### src/rtl/pcm_pkg.sv
`timescale 1ns/1ps
package pcm_pkg;
  localparam int unsigned TAPS  = 32;
  localparam int unsigned TAP_W = $clog2(TAPS);
  localparam int unsigned DIV_W = 3;

  typedef enum logic [1:0] {
    SRC_OFF       = 2'b00,
    SRC_DUTY      = 2'b01,
    SRC_DELAY     = 2'b10,
    SRC_DELAY_DIV = 2'b11
  } src_sel_e;

  // Two-range step decode: upper range when bit 7 set or bits 6:3 all ones.
  function automatic logic [TAP_W-1:0] decode_step(input logic [7:0] code);
    logic       upper;
    logic [5:0] val;
    upper = code[7] | (code[6:3] == 4'b1111);
    if (upper) val = {1'b0, code[7:3]} + 6'd1;
    else       val = {2'b00, code[6], code[2:0]} + 6'd1;
    if (val > 6'(TAPS - 1)) val = 6'(TAPS - 1);
    return val[TAP_W-1:0];
  endfunction
endpackage

### src/rtl/pcm_edge_divider.sv
`timescale 1ns/1ps
module pcm_edge_divider #(
  parameter int unsigned DIV_W = 3
) (
  input  logic             clk,
  input  logic             rst_n,
  input  logic             sig_in,
  input  logic [DIV_W-1:0] ratio_in,
  output logic             clk_out
);
  logic             sig_q;
  logic [DIV_W-1:0] cnt_q, cnt_d;
  logic [DIV_W-1:0] ratio_q, ratio_d;
  logic             out_q, out_d;
  logic             edge_seen;

  assign edge_seen = sig_in ^ sig_q;

  always_comb begin
    cnt_d   = cnt_q;
    ratio_d = ratio_q;
    out_d   = out_q;
    if (edge_seen) begin
      if (cnt_q == ratio_q) begin
        cnt_d = '0;
        out_d = ~out_q;
        if (!out_q) ratio_d = ratio_in;  // new ratio only at a rising toggle
      end else begin
        cnt_d = cnt_q + 1'b1;
      end
    end
  end

  always_ff @(posedge clk or negedge rst_n) begin
    if (!rst_n) begin
      sig_q   <= 1'b0;
      cnt_q   <= '0;
      ratio_q <= '0;
      out_q   <= 1'b0;
    end else begin
      sig_q   <= sig_in;
      cnt_q   <= cnt_d;
      ratio_q <= ratio_d;
      out_q   <= out_d;
    end
  end

  assign clk_out = out_q;
endmodule

### src/rtl/pcm_tap_delay.sv
`timescale 1ns/1ps
module pcm_tap_delay #(
  parameter int unsigned TAPS  = 32,
  localparam int unsigned TAP_W = $clog2(TAPS)
) (
  input  logic             clk,
  input  logic             rst_n,
  input  logic             din,
  input  logic [TAP_W-1:0] tap,
  output logic             dout
);
  logic [TAPS-1:0] line_q, line_d;

  generate
    for (genvar i = 0; i < TAPS; i++) begin : g_stage
      if (i == 0) begin : g_head
        assign line_d[i] = din;
      end else begin : g_body
        assign line_d[i] = line_q[i-1];
      end
    end
  endgenerate

  always_ff @(posedge clk or negedge rst_n) begin
    if (!rst_n) line_q <= '0;
    else        line_q <= line_d;
  end

  assign dout = line_q[tap];
endmodule

### src/rtl/pcm_duty_shaper.sv
`timescale 1ns/1ps
module pcm_duty_shaper #(
  parameter int unsigned TAP_W = 5
) (
  input  logic             clk,
  input  logic             rst_n,
  input  logic             enable,
  input  logic             src,
  input  logic [TAP_W-1:0] width,
  output logic             pulse_out
);
  logic             src_q;
  logic             hi_q, hi_d;
  logic [TAP_W-1:0] cnt_q, cnt_d;
  logic             src_rise;

  assign src_rise = src & ~src_q;

  always_comb begin
    hi_d  = hi_q;
    cnt_d = cnt_q;
    if (!enable) begin
      hi_d  = 1'b0;
      cnt_d = '0;
    end else if (src_rise) begin
      hi_d  = 1'b1;
      cnt_d = TAP_W'(1);
    end else if (hi_q) begin
      if (cnt_q >= width) hi_d = 1'b0;
      else                cnt_d = cnt_q + 1'b1;
    end
  end

  always_ff @(posedge clk or negedge rst_n) begin
    if (!rst_n) begin
      src_q <= 1'b0;
      hi_q  <= 1'b0;
      cnt_q <= '0;
    end else begin
      src_q <= src;
      hi_q  <= hi_d;
      cnt_q <= cnt_d;
    end
  end

  assign pulse_out = hi_q;
endmodule

### src/rtl/pcm_dll_top.sv
`timescale 1ns/1ps
module pcm_dll_top
  import pcm_pkg::*;
#(
  parameter int unsigned DIV_W = pcm_pkg::DIV_W
) (
  input  logic             clk,
  input  logic             rst_n,
  input  logic             ref_clk_in,
  input  logic [DIV_W-1:0] pre_div,
  input  logic [7:0]       step_code,
  input  logic             duty_mode,
  input  logic [1:0]       io_sel,
  input  logic [1:0]       sys_sel,
  input  logic [DIV_W-1:0] io_div,
  output logic             io_clk_out,
  output logic             sys_clk_out
);
  logic [1:0]       rst_pipe;
  logic             core_rst_n;
  logic [TAP_W-1:0] step;
  logic             div_clk, dly_in, dly_clk, dly_div_clk, duty_clk;
  logic             io_d, sys_d, io_q, sys_q;

  // asynchronous assert, synchronous release
  always_ff @(posedge clk or negedge rst_n) begin
    if (!rst_n) rst_pipe <= '0;
    else        rst_pipe <= {rst_pipe[0], 1'b1};
  end
  assign core_rst_n = rst_pipe[1];

  assign step   = decode_step(step_code);
  assign dly_in = div_clk & ~duty_mode;

  pcm_edge_divider #(.DIV_W(DIV_W)) u_pre_div (
    .clk(clk), .rst_n(core_rst_n), .sig_in(ref_clk_in),
    .ratio_in(pre_div), .clk_out(div_clk)
  );

  pcm_tap_delay #(.TAPS(TAPS)) u_delay (
    .clk(clk), .rst_n(core_rst_n), .din(dly_in),
    .tap(step), .dout(dly_clk)
  );

  pcm_duty_shaper #(.TAP_W(TAP_W)) u_duty (
    .clk(clk), .rst_n(core_rst_n), .enable(duty_mode),
    .src(div_clk), .width(step), .pulse_out(duty_clk)
  );

  pcm_edge_divider #(.DIV_W(DIV_W)) u_post_div (
    .clk(clk), .rst_n(core_rst_n), .sig_in(dly_clk),
    .ratio_in(io_div), .clk_out(dly_div_clk)
  );

  always_comb begin
    unique case (src_sel_e'(io_sel))
      SRC_OFF:       io_d = 1'b0;
      SRC_DUTY:      io_d = duty_clk;
      SRC_DELAY:     io_d = dly_clk;
      SRC_DELAY_DIV: io_d = dly_div_clk;
      default:       io_d = 1'b0;
    endcase
    unique case (src_sel_e'(sys_sel))
      SRC_OFF:       sys_d = 1'b0;
      SRC_DUTY:      sys_d = duty_clk;
      SRC_DELAY:     sys_d = dly_clk;
      SRC_DELAY_DIV: sys_d = dly_clk;  // system output is never post-divided
      default:       sys_d = 1'b0;
    endcase
  end

  always_ff @(posedge clk or negedge core_rst_n) begin
    if (!core_rst_n) begin
      io_q  <= 1'b0;
      sys_q <= 1'b0;
    end else begin
      io_q  <= io_d;
      sys_q <= sys_d;
    end
  end

  assign io_clk_out  = io_q;
  assign sys_clk_out = sys_q;
endmodule

### config.mk
export PLATFORM = sky130hd
export DESIGN_NAME = pcm_dll_top
export DESIGN_NICKNAME = d
export VERILOG_FILES = /design/src/rtl/pcm_pkg.sv /design/src/rtl/pcm_edge_divider.sv /design/src/rtl/pcm_tap_delay.sv /design/src/rtl/pcm_duty_shaper.sv /design/src/rtl/pcm_dll_top.sv
export SDC_FILE = /design/constraint.sdc
export NUM_CORES = 1
export LEC_CHECK = 0
export ABC_AREA = 1
export ABC_CLOCK_PERIOD_IN_PS = 2200
export BUFFER_PORTS_ARGS = -buffer_cell sky130_fd_sc_hd__buf_2
export CAP_MARGIN = 5
export CORE_AREA = 2 2 57 98
export DETAILED_ROUTE_END_ITERATION = 12
export DIE_AREA = 0 0 59 100
export PLACE_DENSITY = 0.72
export SYNTH_ARGS = -nofsm -noshare
export SYNTH_HDL_FRONTEND = slang
export SYNTH_SLANG_ARGS = --single-unit
### constraint.sdc
create_clock -name clk -period 2.2 [get_ports clk]
set_input_delay 0 -clock clk [delete_from_list [all_inputs] [get_ports clk]]
set_output_delay 0 -clock clk [all_outputs]
set_load 0.02 [all_outputs]
==> flow_summary.yaml <==
drt:
  drtIter0Drc: 73
  post-route-drc-count: 0
  route.vias.total: 2187
  drt_wl_total_um: 5610
  wl_per_cell_um: 13.4
  avgViaCountPerCell: 5.22
  first_pass_iters: 4
  postRouteAntennaNets: 0
sta:
  worst_pin_slew_ps: 689
  rsz0062_at_grt: "no"
  max_freq_mhz: 501
  final.setup_skew_ps: 8.38
  period_share_pct: 90.7
  post-route-min-period_ps: 1990
  slew_violations: 0
  fin_setup_tns_ps: 0
  finalSetupViolCount: 0
  final_hold_viol_count: 0
  slew_headroom_pct: 54.1
floorplan:
  start_util_pct: 52.5
  core.rowCount: 35
  die_w_um: 59
  io_pins: 24
  core_mm2: 0.00517
  dieArea_mm2: 0.00590
  chipHeight_um: 100
placed_design:
  placed_cell_area_mm2: 0.00308
  routabilityCongestion: 0.845
  numPortBuffers: 23
  dp_hpwl_um: 3990
worst_setup_path:
  slowest_stage: "ha_1"
  critPathBufInv: 2
  critPathArrivalTime_ps: 2200
  crit_family: "simple AND/OR/NAND/NOR gates"
  required_ps: 2400
  critical_path_class: "input pin to flip-flop"
  cp_max_fo: 7
  slowest_delay_ps: 260
  path_cells: "buf_2 -> ha_4 -> nand3_2 -> ha_4 -> nor2_1 -> nand3_2 -> nand2_1 -> nor2_2 -> ha_1 -> a21boi_0 -> o21a_1 -> o21ai_1 -> nand3b_1 -> o21ai_1 -> nor2_1 -> buf_4 -> nand2_1 -> o21ai_0"
  critPathCaptureType: "flip-flop"
  start_kind: "input pin"
yosys:
  yosysMostFrequentCell: "nand2_1"
  synth-xor-area-share_pct: 3.55
  syn_inst: 292
  synth_edf_count: 0
  synth-compound-area-share_pct: 3.92
  syn_area_per_cell_um2: 9.29
  syn_area_mm2: 0.00271
  async_reset_ff_share_pct: 100
  synth_fa_ha_area_share_pct: 5.07
  yosys_warnings: 0
  synthTopCellsByCount: "71 x nand2_1, 59 x dfrtp_1, 57 x nand3_1"
  synth_cell_types: 28
  synth_largest_area_cell: "dfrtp_1"
  synth_top_family_by_area: "simple AND/OR/NAND/NOR gates"
  synth-seq-cells: 59
  synth_nets: 325
  synth.area.mux_share_pct: 1.25
  yosys-top-cells-area: "dfrtp_1 54%, nand3_1 11%, nand2_1 9.8%"
  ys_seq_area_share_pct: 54.4
  ys.flop_type: "dfrtp_1"
  synth-simple-area-share_pct: 27.0
  synth_top_area_share_pct: 54.4
grt:
  grt_pass1_vias: 2238
  grt_max_degree: 58
  grt_util_all_layers_pct: 22.0
  antenna_found_initial: 0
  grt_overflow: 0
  grt_pass1_wl_um: 9770
clock_network:
  cts-htree-levels: 3
  cts_inserted_buffers: 9
  cts_tree: "done"
  clockBufferDepth: 2
  root_buffer: "clkbuf_8"
  clkSinkCount: 59
  clk_latency_ps: 330
  path_clk_slew_ps: 60
final_layout:
  nets: 392
  drive_above_1_share_pct: 23.9
  area_growth_pct: 25.7
  final_cell_area_mm2: 0.00341
  antennaDiodeCount: 0
  n_fill_cell: 430
power:
  p_leak_nw: 1.77
  vdd.ir_drop.worst_v: 0.000734
  power.density_mw_per_mm2: 1030
worst_hold_path:
  min_path_type: "input pin to flip-flop"
flow_run:
  cap_violations: 0
outcome:
  outcome: "finished clean"
path summary, 6_finish.rpt:
check / start / to / slack (ps) / depth (start not counted)
min in group asynchronous: rst_pipe[1] / u_delay.line_q[27] / 390 / 1
max: step_code[3] / u_duty.cnt_q[0] / 210 / 18
max reg2reg: u_duty.cnt_q[0] / u_duty.cnt_q[0] / 260 / 12
min reg2reg: rst_pipe[0] / rst_pipe[1] / 360 / 0
max in group asynchronous: rst_pipe[1] / u_delay.line_q[18] / 1350 / 1
min: ref_clk_in / u_pre_div.sig_q / 340 / 2
final cells by class:
type / count / area (um2) / share of cell area, %
Sequential cell: 59 / 1480 / 43.3
Inverter: 26 / 97.6 / 2.86
Tap cell: 55 / 68.8 / 2.02
Timing Repair Buffer: 59 / 420 / 12.3
Clock buffer: 14 / 173 / 5.06
Multi-Input combinational cell: 204 / 1160 / 34.1
Clock inverter: 2 / 10.0 / 0.293
stage by stage:
| step | power [mW] | worst slack, ps | hold slack (ps) | instances | util, % |
|---|---|---|---|---|---|
| after floorplan | 2.32 | 44.2 | -296 | 292 | - |
| after global placement | 2.58 | -83.6 | -215 | 389 | 59.6 |
| after detailed placement | 2.62 | -151 | -214 | 389 | 59.6 |
| after CTS | 3.54 | 184 | 327 | 419 | 65.9 |
| after global routing | 3.78 | 5.13 | 334 | 419 | 66.0 |
| final | 3.52 | 206 | 337 | 419 | 66.0 |
worst register-to-register path, stage by stage, from the launching register on:
cell and delay, ps:
dfrtp_1 390, inv_1 80, ha_1 290, o21ai_1 120, a21boi_0 90, o21a_1 170
o21ai_1 110, nand3b_1 80, o21ai_1 130, nor2_1 70, buf_4 150, nand2_1 50
o21ai_0 90
cell usage in the layout (no fill, tap or decap), types with 6 or more instances in the layout:
| cell | instances |
|---|---|
| nor2_1 | 13 |
| clkbuf_8 | 12 |
| dfrtp_1 | 58 |
| inv_1 | 24 |
| o21ai_1 | 6 |
| ha_1 | 9 |
| nand2_1 | 69 |
| nand3_1 | 56 |
| o21ai_0 | 6 |
| buf_4 | 22 |
| xnor2_1 | 6 |
| dlygate4sd3_1 | 14 |
| buf_2 | 23 |
| nand2_2 | 6 |
flip-flops by register name (all words and copies together) (netlist names), 2 cells and up:
name	flops
u_post_div.cnt_q	3
u_pre_div.cnt_q	3
u_delay.line_q	32
rst_pipe	2
u_duty.cnt_q	5
u_pre_div.ratio_q	3
u_post_div.ratio_q	3
power breakdown:
group	total [mW]	switching, mW	internal [mW]
sequential	1.64	0.229	1.42
clock	0.894	0.396	0.498
combinational	0.982	0.538	0.444
total	3.52	1.16	2.36
metal layers:
metal,vias up,GRT usage [%],routed length [um]
met1,1050,25.4,2210
met5,-,0,0
met2,35,37.4,3080
met4,0,10.7,164
met3,13,5.15,154
li1,1089,-,-
repair_timing:
item	CTS	global route
endpoints found under the hold margin	12	0
buffers inserted	0	0
gates resized for setup	0	3
hold buffers	14	0
setup endpoints to repair	0	4
cells by family (layout without fill, tap and decap cells):
family / Yosys count / in the layout
compound gates: 18 / 18
xor+xnor: 11 / 11
fa+ha+maj: 11 / 11
buf+inv: 29 / 101
flops: 59 / 59
mux: 3 / 3
other cells: 1 / 1
simple gates: 160 / 160
Power figures use the tool's default switching activity.
